File: src/rtl/ptx_pkg.sv
package ptx_pkg;

    localparam int WORD_W = 32;
    localparam int ENT_W  = 16;
    localparam int DUR_W  = 15;

    typedef enum logic [1:0] {
        ST_IDLE = 2'd0,
        ST_LOAD = 2'd1,
        ST_SEND = 2'd2
    } ptx_state_e;

    typedef struct packed {
        logic             lvl;
        logic [DUR_W-1:0] dur;
    } ptx_entry_t;

endpackage

File: src/rtl/ptx_tick_div.sv
module ptx_tick_div #(
    parameter int DIV_W = 8
) (
    input  logic             clk,
    input  logic             rst_n,
    input  logic             en,
    input  logic             clr,
    input  logic [DIV_W-1:0] div,
    output logic             tick
);
    logic [DIV_W-1:0] pre_q;
    logic [DIV_W-1:0] top;

    assign top  = (div == '0) ? '0 : div - 1'b1;
    assign tick = en && (pre_q == top);

    always_ff @(posedge clk or negedge rst_n) begin
        if (!rst_n)       pre_q <= '0;
        else if (clr)     pre_q <= '0;
        else if (en)      pre_q <= tick ? '0 : pre_q + 1'b1;
    end

    // with a divider above 1, ticks are never on consecutive cycles
    p_tick_gap_r3: assert property (@(posedge clk) disable iff (!rst_n)
        tick && !clr && div > 1 && $stable(div) |=> !tick);

endmodule

File: src/rtl/ptx_rd_ptr.sv
module ptx_rd_ptr #(
    parameter int N_ENT = 16,
    parameter int PW    = 5
) (
    input  logic          clk,
    input  logic          rst_n,
    input  logic          advance,
    input  logic          to_zero,
    input  logic          wrap_en,
    output logic [PW-1:0] ptr
);
    localparam logic [PW-1:0] LAST = PW'(N_ENT - 1);
    localparam logic [PW-1:0] PAST = PW'(N_ENT);

    always_ff @(posedge clk or negedge rst_n) begin
        if (!rst_n)          ptr <= '0;
        else if (to_zero)    ptr <= '0;
        else if (advance) begin
            if (ptr == LAST) ptr <= wrap_en ? '0 : PAST;
            else             ptr <= ptr + 1'b1;
        end
    end

    // the position never goes beyond the past-end code
    p_ptr_range_r5: assert property (@(posedge clk) disable iff (!rst_n)
        ptr <= PAST);

    // with wrap, leaving the last entry lands on entry 0
    p_wrap_r5: assert property (@(posedge clk) disable iff (!rst_n)
        advance && !to_zero && wrap_en && ptr == LAST |=> ptr == '0);

endmodule

File: src/rtl/ptx_thresh.sv
module ptx_thresh #(
    parameter int LIM_W = 9
) (
    input  logic             clk,
    input  logic             rst_n,
    input  logic             clr,
    input  logic             inc,
    input  logic [LIM_W-1:0] limit,
    output logic             hit
);
    logic [LIM_W-1:0] cnt_q;
    logic [LIM_W-1:0] cnt_nx;

    assign cnt_nx = cnt_q + 1'b1;
    assign hit    = inc && (limit != '0) && (cnt_nx == limit);

    always_ff @(posedge clk or negedge rst_n) begin
        if (!rst_n)       cnt_q <= '0;
        else if (clr)     cnt_q <= '0;
        else if (inc)     cnt_q <= hit ? '0 : cnt_nx;
    end

    // after an event the count restarts, so a limit above 1 cannot fire twice in a row
    p_hit_spacing_r7: assert property (@(posedge clk) disable iff (!rst_n)
        hit && limit > 1 && $stable(limit) |=> !hit);

endmodule

File: src/rtl/pulse_train_tx.sv
module pulse_train_tx #(
    parameter int MEM_WORDS = 8,
    parameter int LIM_W     = 9,
    parameter int DIV_W     = 8,
    localparam int N_ENT    = 2 * MEM_WORDS,
    localparam int AW       = $clog2(MEM_WORDS),
    localparam int PW       = $clog2(N_ENT + 1)
) (
    input  logic              clk,
    input  logic              rst_n,
    input  logic              start,
    input  logic              rd_rst,
    input  logic              cont_mode,
    input  logic              wrap_en,
    input  logic [DIV_W-1:0]  div_f,
    input  logic [LIM_W-1:0]  limit,
    input  logic              idle_lvl,
    input  logic              idle_oe,
    input  logic              clr_done,
    input  logic              clr_thr,
    output logic [AW-1:0]     mem_addr,
    input  logic [31:0]       mem_data,
    output logic              tx_out,
    output logic              tx_oe,
    output logic              done_flag,
    output logic              thr_flag
);
    import ptx_pkg::*;

    ptx_state_e             state, nxt;
    logic [PW-1:0]          ptr;
    ptx_entry_t             ent;
    logic [DUR_W-1:0]       rem_q;
    logic                   lvl_q;
    logic                   tick, hit;
    logic                   past_end, ent_ok, fetch;
    logic                   go, load_e, rewind, finish;

    // ---- memory read and entry decode ----
    assign mem_addr = ptr[AW:1];
    assign past_end = (ptr == PW'(N_ENT));
    assign ent      = ptr[0] ? ptx_entry_t'(mem_data[31:16]) : ptx_entry_t'(mem_data[15:0]);
    assign ent_ok   = !past_end && (ent.dur != '0);

    // ---- transition conditions ----
    assign go     = (state == ST_IDLE) && start;
    assign fetch  = (state == ST_LOAD) ||
                    ((state == ST_SEND) && tick && (rem_q == DUR_W'(1)));
    assign load_e = fetch && ent_ok;
    assign rewind = fetch && !ent_ok && cont_mode;
    assign finish = fetch && !ent_ok && !cont_mode;

    always_comb begin
        nxt = state;
        unique case (state)
            ST_IDLE: nxt = go ? ST_LOAD : ST_IDLE;
            ST_LOAD: nxt = load_e ? ST_SEND : (rewind ? ST_LOAD : ST_IDLE);
            ST_SEND: begin
                if (rewind)      nxt = ST_LOAD;
                else if (finish) nxt = ST_IDLE;
                else             nxt = ST_SEND;
            end
            default: nxt = ST_IDLE;
        endcase
    end

    // ---- state register ----
    always_ff @(posedge clk or negedge rst_n) begin
        if (!rst_n) state <= ST_IDLE;
        else        state <= nxt;
    end

    // ---- output and datapath registers ----
    always_ff @(posedge clk or negedge rst_n) begin
        if (!rst_n) begin
            lvl_q     <= 1'b0;
            rem_q     <= '0;
            done_flag <= 1'b0;
            thr_flag  <= 1'b0;
        end else begin
            if (go)          lvl_q <= idle_lvl;
            else if (load_e) lvl_q <= ent.lvl;

            if (load_e)      rem_q <= ent.dur;
            else if (tick)   rem_q <= rem_q - 1'b1;

            if (finish)        done_flag <= 1'b1;
            else if (clr_done) done_flag <= 1'b0;

            if (hit)           thr_flag <= 1'b1;
            else if (clr_thr)  thr_flag <= 1'b0;
        end
    end

    assign tx_out = (state == ST_IDLE) ? idle_lvl : lvl_q;
    assign tx_oe  = (state == ST_IDLE) ? idle_oe  : 1'b1;

    // ---- submodules ----
    ptx_tick_div #(.DIV_W(DIV_W)) u_div (
        .clk   (clk),
        .rst_n (rst_n),
        .en    (state == ST_SEND),
        .clr   (load_e),
        .div   (div_f),
        .tick  (tick)
    );

    ptx_rd_ptr #(.N_ENT(N_ENT), .PW(PW)) u_ptr (
        .clk     (clk),
        .rst_n   (rst_n),
        .advance (load_e),
        .to_zero (rewind || ((state == ST_IDLE) && rd_rst)),
        .wrap_en (wrap_en),
        .ptr     (ptr)
    );

    ptx_thresh #(.LIM_W(LIM_W)) u_thr (
        .clk   (clk),
        .rst_n (rst_n),
        .clr   (go),
        .inc   (load_e),
        .limit (limit),
        .hit   (hit)
    );

    // the remaining-tick count is never zero while a level is being held
    p_send_rem_r3: assert property (@(posedge clk) disable iff (!rst_n)
        state == ST_SEND |-> rem_q != '0);

    // the done flag only rises as the channel reaches idle
    p_done_idle_r4: assert property (@(posedge clk) disable iff (!rst_n)
        $rose(done_flag) |-> state == ST_IDLE);

    // a start during SEND does not move the machine out of SEND by itself
    p_start_busy_r10: assert property (@(posedge clk) disable iff (!rst_n)
        state == ST_SEND && start && !fetch |=> state == ST_SEND);

endmodule

File: config.mk
export PLATFORM = sky130hd
export DESIGN_NAME = pulse_train_tx
export DESIGN_NICKNAME = d
export VERILOG_FILES = /design/src/rtl/ptx_pkg.sv /design/src/rtl/ptx_tick_div.sv /design/src/rtl/ptx_rd_ptr.sv /design/src/rtl/ptx_thresh.sv /design/src/rtl/pulse_train_tx.sv
export SDC_FILE = /design/constraint.sdc
export NUM_CORES = 1
export LEC_CHECK = 0
export CELL_PAD_IN_SITES_DETAIL_PLACEMENT = 1
export CELL_PAD_IN_SITES_GLOBAL_PLACEMENT = 2
export CORE_ASPECT_RATIO = 2
export CORE_MARGIN = 3
export CORE_UTILIZATION = 25
export DETAILED_ROUTE_END_ITERATION = 10
export DONT_BUFFER_PORTS = 1
export PLACE_DENSITY_LB_ADDON = 0.1
export REMOVE_ABC_BUFFERS = 1
export SETUP_SLACK_MARGIN = 0.2
export SLEW_MARGIN = 30
export SYNTH_ARGS = -nofsm -noshare
export SYNTH_HDL_FRONTEND = slang
export SYNTH_HIERARCHICAL = 1
export SYNTH_SLANG_ARGS = --single-unit
File: constraint.sdc
create_clock -name clk -period 5.5 [get_ports clk]
set_clock_uncertainty 0.1 [all_clocks]
set_input_delay 0.825 -clock clk [delete_from_list [all_inputs] [get_ports clk]]
set_output_delay 0.825 -clock clk [all_outputs]
set_load 0.01 [all_outputs]
### Word level (Yosys, flattened, before mapping)

Index checks and enable logic that the tools add are counted.

* register bits after elaboration: 42
* input port bits: 59
* logic and storage cells: 75

* $add $sub $neg: 5
* eq/ne operators: 7
* mux-type cells: 28
* reduce and logical (&&, ||, !) cells: 27

Operators by type and width (number)
* $mux W8: 4
* $mux W15: 2
* $mux W9: 3
* $mux W5: 4
* $mux W16: 1
* $eq A15 B1 Y1 const B: 1
* $reduce_bool A15 Y1: 1
* $sub A15 B1 Y15 const B: 1
* $logic_and A1 B1 Y1: 12
* $reduce_bool A2 Y1: 6
* $mux W1: 10
* $add A9 B1 Y9 const B: 1
* $eq A9 B9 Y1: 1
* $reduce_bool A9 Y1: 1
* $add A8 B1 Y8 const B: 1
* $eq A8 B8 Y1: 1
* $logic_not A8 Y1: 1
* $sub A8 B1 Y8 const B: 1
* $mux W2: 3
* $pmux W2 S3: 1
* $add A5 B1 Y5 const B: 1
* $eq A5 B4 Y1 const B: 1
* $eq A5 B5 Y1 const B: 1
* $logic_not A1 Y1: 3
* other kinds (4): 5

### Longest topological paths before layout

Gate-level depths: netlist of run 1.

* word-level depth: 13
* gate-level depth with buffers: 20
* depth with buffers taken out: 16

### Cells and area by module

Netlist of run 1, hierarchy kept.

Modules (own cells, without submodules)
* pulse_train_tx: instances 1, cells each 149, area an instance 1415.1 µm²
* ptx_tick_div: instances 1, cells each 104, area an instance 853.3 µm²
* ptx_thresh: instances 1, cells each 92, area an instance 783.3 µm²
* ptx_rd_ptr: instances 1, cells each 26, area an instance 249.0 µm²

### Least setup slack after synthesis of run 1

No wires, ideal clock.

* kind: input -> register
* start point: input div_f[2]
* end point: register u_thr.cnt_q[0]
* setup time: 138 ps
* arrival time: 5067 ps
* required time: 5262 ps
* slack: 195 ps
* cell stages on the path: 19
* buffers on the path: 5
* path through: buf_2 -> or3_1 -> clkbuf_2 -> or4_1 -> a21o_1 -> xnor2_2 -> nor3_4 -> nand2b_1 -> nor2_1 -> nand4b_1 -> a211oi_2 -> buf_6 -> clkbuf_8 -> buf_2 -> nor4b_2 -> o311ai_1 -> or4_4 -> o41ai_4 -> nor2_1

* cells in the longest elaborated chain, start to end: 13
* elaborated cells on any way between the ends: 15
* those cells by class: 1 x add/sub; 1 x eq/ne; 4 x mux; 9 x reduce/logical

Ends and longest elaborated chain
* start: declaration: line pulse_train_tx.sv:15 `input logic [DIV_W-1:0] div_f,`
* $sub A8 B1 Y8 or $logic_not A8 Y1 (tied branches): line ptx_tick_div.sv:14 `assign top = (div == '0) ? '0 : div - 1'b1;`
* $mux W8 (*): line ptx_tick_div.sv:14
* $eq A8 B8 Y1 (*): line ptx_tick_div.sv:15 `assign tick = en && (pre_q == top);`
* $logic_and A1 B1 Y1 (*): line ptx_tick_div.sv:15
* via tick: line pulse_train_tx.sv:35 `logic tick, hit;`
* $logic_and A1 B1 Y1 (*) (2 in series): line pulse_train_tx.sv:48 `((state == ST_SEND) && tick && (rem_q == DUR_W'(1)));`
* $logic_or A1 B1 Y1 (*): line pulse_train_tx.sv:47 `assign fetch = (state == ST_LOAD) ||`
* $logic_and A1 B1 Y1 (*): line pulse_train_tx.sv:49 `assign load_e = fetch && ent_ok;`
* via load_e: line pulse_train_tx.sv:37 `logic go, load_e, rewind, finish;`
* $logic_and A1 B1 Y1 (2 in series): line ptx_thresh.sv:15 `assign hit = inc && (limit != '0) && (cnt_nx == limit);`
* $mux W9 (2 in series): line ptx_thresh.sv:20 `else if (inc) cnt_q <= hit ? '0 : cnt_nx;`
* $mux W9: line ptx_thresh.sv:19 `else if (clr) cnt_q <= '0;`
* end signal: assignment: line ptx_thresh.sv:20
* end: declaration: line ptx_thresh.sv:11 `logic [LIM_W-1:0] cnt_q;`

Mark *: on every way through the listed nets, which the timed path passes. The rest lies on a longest branch. The select of a mux whose other input is x is not followed.
A chain may end at the register's enable or synchronous reset.

### Worst setup path after layout of run 1

* start point: input div_f[3]
* end point: register u_thr.cnt_q[1]

* cells in the longest elaborated chain, start to end: 13
* elaborated cells on any way between the ends: 15
* those cells by class: 1 x add/sub; 1 x eq/ne; 4 x mux; 9 x reduce/logical

Ends and longest elaborated chain (line)
* $sub A8 B1 Y8 or $logic_not A8 Y1 (tied branches): ptx_tick_div.sv:14
* $mux W8 (*): ptx_tick_div.sv:14
* $eq A8 B8 Y1 (*): ptx_tick_div.sv:15
* $logic_and A1 B1 Y1 (*): ptx_tick_div.sv:15
* via tick: pulse_train_tx.sv:35
* $logic_and A1 B1 Y1 (*) (2 in series): pulse_train_tx.sv:48
* $logic_or A1 B1 Y1 (*): pulse_train_tx.sv:47
* $logic_and A1 B1 Y1 (*): pulse_train_tx.sv:49
* $logic_and A1 B1 Y1 (*) (2 in series): ptx_thresh.sv:15
* via hit: pulse_train_tx.sv:35
* $mux W9 (*) (2 in series): ptx_thresh.sv:20
* $mux W9 (*): ptx_thresh.sv:19

Marks and branches as above.

==> impl_metrics.tcl, run 1 <==
set metrics [dict create \
    wire_per_inst_um 20.8 \
    switching_share 0.400 \
    core_um2 12800 \
    synth_top_area_frac 0.318 \
    ys_types 70 \
    first_pass_iters 4 \
    die_y_um 168 \
    cp_max_fo 10 \
    std_cell_rows 58 \
    p_switching_uw 543 \
    clk_pin_slew_ns 0.06 \
    die_w_um 87.3 \
    r2r_setup_slack_ns 1.00 \
    cts_setup_buffers 0 \
    setup_ws_ns 0.661 \
    cts_resized 0 \
    grt_pass1_vias 3057 \
    hold_buffers 0 \
    p_int_uw 814 \
    synth_top_area_cell "dfrtp_1" \
    yosysMostFrequentCell "dfrtp_1" \
    power.leakage_uw 0.00133 \
    synthTopCellsByArea "dfrtp_1 32%, xnor2_1 6.9%, mux2i_1 6.1%" \
    async_flop_share 1.00 \
    tightest_slew_ns 0.851 \
    slew_headroom 0.427 \
    r2r_end "u_thr/cnt_q[1]" \
    grt.total_usage 0.152 \
    synth_common_cells "42 x dfrtp_1, 40 x nor2_1, 27 x nand2_1" \
    clkSinkCount 42 \
    synthCells 371 \
    tritoncts "done" \
    clk_latency_ns 0.29 \
    powerDensity_nw_per_um2 381 \
    fin_crit_sh 0.880 \
    final_area_um2 3560 \
    hpwl_mm 8.62 \
    place_congestion 0.799 \
    syn_avg_cell_area_um2 8.90 \
    outcome "finished, final reports clean" \
    p_seq_frac 0.407 \
    cts_made_buffers 5 \
    syn2layout_area_growth_pct 7.96 \
    setup_viol 0 \
    crit_required_ns 5.54 \
    vias 2758 \
    pre_cts_slack_ns 0.304 \
    drive_gt1_frac 0.109 \
    power.share.clock 0.224 \
    drt-total-wl_mm 10.8 \
    grt_pass1_wl_mm 17.0 \
    cts_root_buffer "clkbuf_16" \
    pwr-share-comb 0.369 \
    synthFlopType "dfrtp_1" \
    netlist_area_um2 3300 \
    drc 0 \
    worstReg2RegStart "state[0]" \
    clockBufferDepth 2 \
    ys_ff_latch 42 \
    finalHoldViolations 0 \
    die_area_um2 14700 \
    grt_max_degree 49 \
    initial_core_util 0.258 \
    h-tree-depth 2 \
    grt.overflow.total 0 \
    worstHoldPathType "in -> async" \
    antenna_found_initial 0 \
    total_power_uw 1360 \
    vdd_drop_max_uv 181 \
    ios 66 \
    ant_nets 0 \
    rsz0062_at_grt "no" \
    ys_seq_area_frac 0.318 \
    clock.fmax_ghz 0.207 \
    place_area_um2 3420 \
    synth_edf_count 0 \
    num-nets-final 432 \
    n_antenna_cell 0 \
    crit_arrival_ns 4.88 \
    slew_violations 0 \
    critPathLaunchType "input pin" \
    vias_per_cell 5.32 \
    cp-end-kind "flip-flop" \
    rr_worst_depth 16 \
    fin_setup_tns_ns 0 \
    drt_iter0_markers 84 \
    min_period_ns 4.84 \
    ys_warn_count 6 \
    portBuffers 0 \
    final_util 0.279 \
    crit_type "in -> reg" \
    maxCapViolCount 0 \
]
## placed cells by master, fill, tap and decap left out, drive strengths merged, types with 14 or more instances in the layout
cell   count
nor2      40
o21ai     14
nand2     27
nor3      19
xor2      16
mux2i     20
xnor2     27
dfrtp     42
a21oi     20
inv       19
## worst max-delay path: stages
cell and delay, ns:
nor4_1 0.73, o2111ai_1 0.27, a221oi_2 0.34, o211ai_2 0.18, nor3_4 0.23, nand2b_1 0.12, nor2_1 0.17, nand4b_1 0.20
a211oi_4 0.29, nor4b_2 0.22, o311ai_1 0.12, or4_4 0.45, nor4_1 0.55, o32ai_1 0.18
## logic make-up after synthesis
| family | share of synthesized area |
|---|---|
| buf+inv | 0.0550 |
| fa+ha+maj | 0.0227 |
| simple gates | 0.262 |
| compound gates | 0.152 |
| xor+xnor | 0.116 |
| mux | 0.0743 |
| flops | 0.318 |
## through the flow
step	cells	hold slack, ns
floorplan	356	0.411
finish	518	0.134
global route	518	0.117
global placement	510	0.432
CTS	518	0.115
detailed placement	510	0.432
## metal layers
layer	part of all wire	wire [µm]	GRT usage
met5	0	0	0
met4	0.040	432	0.0708
met3	0.029	308	0.0170
met2	0.59	6410	0.300
met1	0.34	3640	0.149
## sequential cells by signal, indices dropped and copies added, names as in the netlist
signal,cells
done_flag,1
rem_q,15
u_div/pre_q,8
thr_flag,1
lvl_q,1
u_thr/cnt_q,9
state,2
u_ptr/ptr,5
## worst max-delay path by stage
stage	startpoint	to	slack [ns]	depth (start not counted)
finish	div_f[3]	u_thr/cnt_q[1]	0.66	14
global route	div_f[3]	u_thr/cnt_q[1]	0.34	14
CTS	div_f[3]	u_thr/cnt_q[1]	0.61	14
detailed placement	div_f[3]	u_thr/cnt_q[1]	0.30	14
global placement	div_f[3]	u_thr/cnt_q[1]	0.42	14
floorplan	div_f[3]	u_thr/cnt_q[0]	-1.02	14
## layout make-up
| type | count | area (µm²) |
|---|---|---|
| Clock buffer | 7 | 143 |
| Clock inverter | 1 | 5.00 |
| Fill cell | 1500 | 9210 |
| Inverter | 19 | 71.3 |
| Multi-Input combinational cell | 295 | 2080 |
| Sequential cell | 42 | 1050 |
| Tap cell | 150 | 188 |
| Timing Repair Buffer | 4 | 30.0 |
## power by group through the flow
stage	logic (µW)	clock network (µW)	registers [µW]
floorplan	384	0	523
global placement	509	0	556
detailed placement	512	0	559
CTS	516	322	554
global route	567	328	574
finish	501	304	553
No activity file was read; power rests on OpenSTA's default activity.
==> run 2: changes to the inputs <==
--- a/config.mk
+++ b/config.mk
@@ -12,9 +12,9 @@
 export CORE_UTILIZATION = 25
 export DETAILED_ROUTE_END_ITERATION = 10
 export DONT_BUFFER_PORTS = 1
+export HOLD_SLACK_MARGIN = 0.15
 export PLACE_DENSITY_LB_ADDON = 0.1
 export REMOVE_ABC_BUFFERS = 1
-export SETUP_SLACK_MARGIN = 0.2
 export SLEW_MARGIN = 30
 export SYNTH_ARGS = -nofsm -noshare
 export SYNTH_HDL_FRONTEND = slang
==> impl_metrics.tcl, run 2 (synthesis gave the netlist of run 1 again) <==
set metrics [dict create \
    slowest_stage "nor4_1" \
    n_antenna_cell 0 \
    stdcell_count 519 \
    rsz0062_at_grt "no" \
    clock.fmax_ghz 0.208 \
    cp_max_fo 10 \
    portBuffers 0 \
    critPathLaunchType "input pin" \
    die_y_um 168 \
    fin_crit_sh 0.873 \
    clockBufferDepth 2 \
    cp-end-kind "flip-flop" \
    crit_required_ns 5.54 \
    powerDensity_nw_per_um2 381 \
    core_um2 12800 \
    crit_top_cell "nor4_1" \
    clk_pin_slew_ns 0.06 \
    tritoncts "done" \
    outcome "finished, final reports clean" \
    maxCapViolCount 0 \
    crit_type "in -> reg" \
    dpl.cell_count 510 \
    min_period_ns 4.80 \
    ios 66 \
    setup_viol 0 \
    die_area_um2 14700 \
    critical_path.max_stage_delay_ns 0.70 \
    drive_gt1_frac 0.111 \
    std_cell_rows 58 \
    wire_per_inst_um 20.9 \
    worstHoldPathType "in -> async" \
    power.leakage_uw 0.00134 \
    final_cell_mix "42 x dfrtp_1, 40 x nor2_1, 27 x nand2_1" \
    grt_max_degree 49 \
    crit_arrival_ns 4.84 \
    top_regs "rem_q x15, u_thr/cnt_q x9, u_div/pre_q x8" \
    initial_core_util 0.258 \
    drt_iter0_markers 78 \
    top_register "rem_q" \
    nFillCells 1498 \
    vias_per_cell 5.32 \
    hpwl_mm 8.62 \
    die_w_um 87.3 \
    grt.total_usage 0.152 \
    drc 0 \
    slew_headroom 0.450 \
    cts_resized 0 \
    drt-total-wl_mm 10.8 \
    first_pass_iters 4 \
    final_area_um2 3590 \
    clk_latency_ns 0.29 \
    finalHoldViolations 0 \
    clkSinkCount 42 \
    num-nets-final 433 \
    syn2layout_area_growth_pct 8.79 \
    antenna_found_initial 0 \
    largest_reg_flops 15 \
    place_area_um2 3420 \
    ant_nets 0 \
    vias 2763 \
    grt_pass1_vias 3027 \
    final_common_cell "dfrtp_1" \
    vdd_drop_max_uv 183 \
    cts_made_buffers 5 \
    grt_pass1_wl_mm 17.0 \
    cts_root_buffer "clkbuf_16" \
    h-tree-depth 2 \
    place_congestion 0.799 \
    tightest_slew_ns 0.817 \
    crit_chain "nor4_1 > o2111ai_1 > a221oi_2 > o211ai_2 > nor3_4 > nand2b_1 > nor2_1 > nand4b_1 > a211oi_4 > nor4b_2 > o311ai_1 > or4_4 > nor4_1 > o32ai_1" \
    grt.overflow.total 0 \
    slew_violations 0 \
]
run 2: changes by cell type in the layout (fill, tap and decap cells not counted):
cell and delta:
buf_16 +1
run 2: path summary, 6_finish.rpt:
kind                           from  slack (ns)  cells after the start        endpoint
min in group clk           thr_flag        0.46                      1        thr_flag
max reg2reg                state[0]        0.98                     16  u_thr/cnt_q[1]
max in group asynchronous     rst_n        4.81                      1  u_div/pre_q[7]
max                        div_f[3]        0.70                     14  u_thr/cnt_q[1]
min reg2reg                thr_flag        0.46                      1        thr_flag
min                           rst_n        0.28                      1        rem_q[7]
run 2: worst max-delay path: cells and delay by family:
| family | cells | cell delay (ns) |
|---|---|---|
| AND/OR/NAND/NOR | 8 | 2.63 |
| AO/OA/AOI/OAI | 6 | 1.37 |
run 2: power by group:
group          internal [µW]  switching [µW]  leakage [µW]
logic                    230             278      0.000732
clock network            180             124     0.0000739
registers                406             147      0.000535
run 2: metal layers:
metal | wire length, µm | global-route usage
met1 | 3690 | 0.152
met2 | 6390 | 0.297
met3 | 335 | 0.0185
met4 | 432 | 0.0708
met5 | 0 | 0
run 2: repair_timing:
item	4_1_cts	5_1_grt
endpoints found under the setup margin	0	0
hold endpoints to repair	42	0
hold buffers	1	0
setup buffers	0	0
run 2: final cells by class:
cell class	instances	area, µm²	share of cell area
timing repair buffer	5	57.6	0.0160
tap	150	188	0.0523
clock buffer	7	143	0.0397
inverter	19	71.3	0.0199
clock inverter	1	5.00	0.00139
multi-input combinational	295	2080	0.578
sequential	42	1050	0.293
run 2: stage by stage:
step	worst slack [ns]	hold slack (ns)	total power (µW)	util	TNS (ns)
after floorplan	-1.02	0.411	907	-	-10.08
after global placement	0.422	0.432	1070	0.267	0
after detailed placement	0.304	0.432	1070	0.267	0
after CTS	0.612	0.291	1400	0.281	0
after global routing	0.344	0.289	1480	0.281	0
final	0.698	0.285	1370	0.281	0
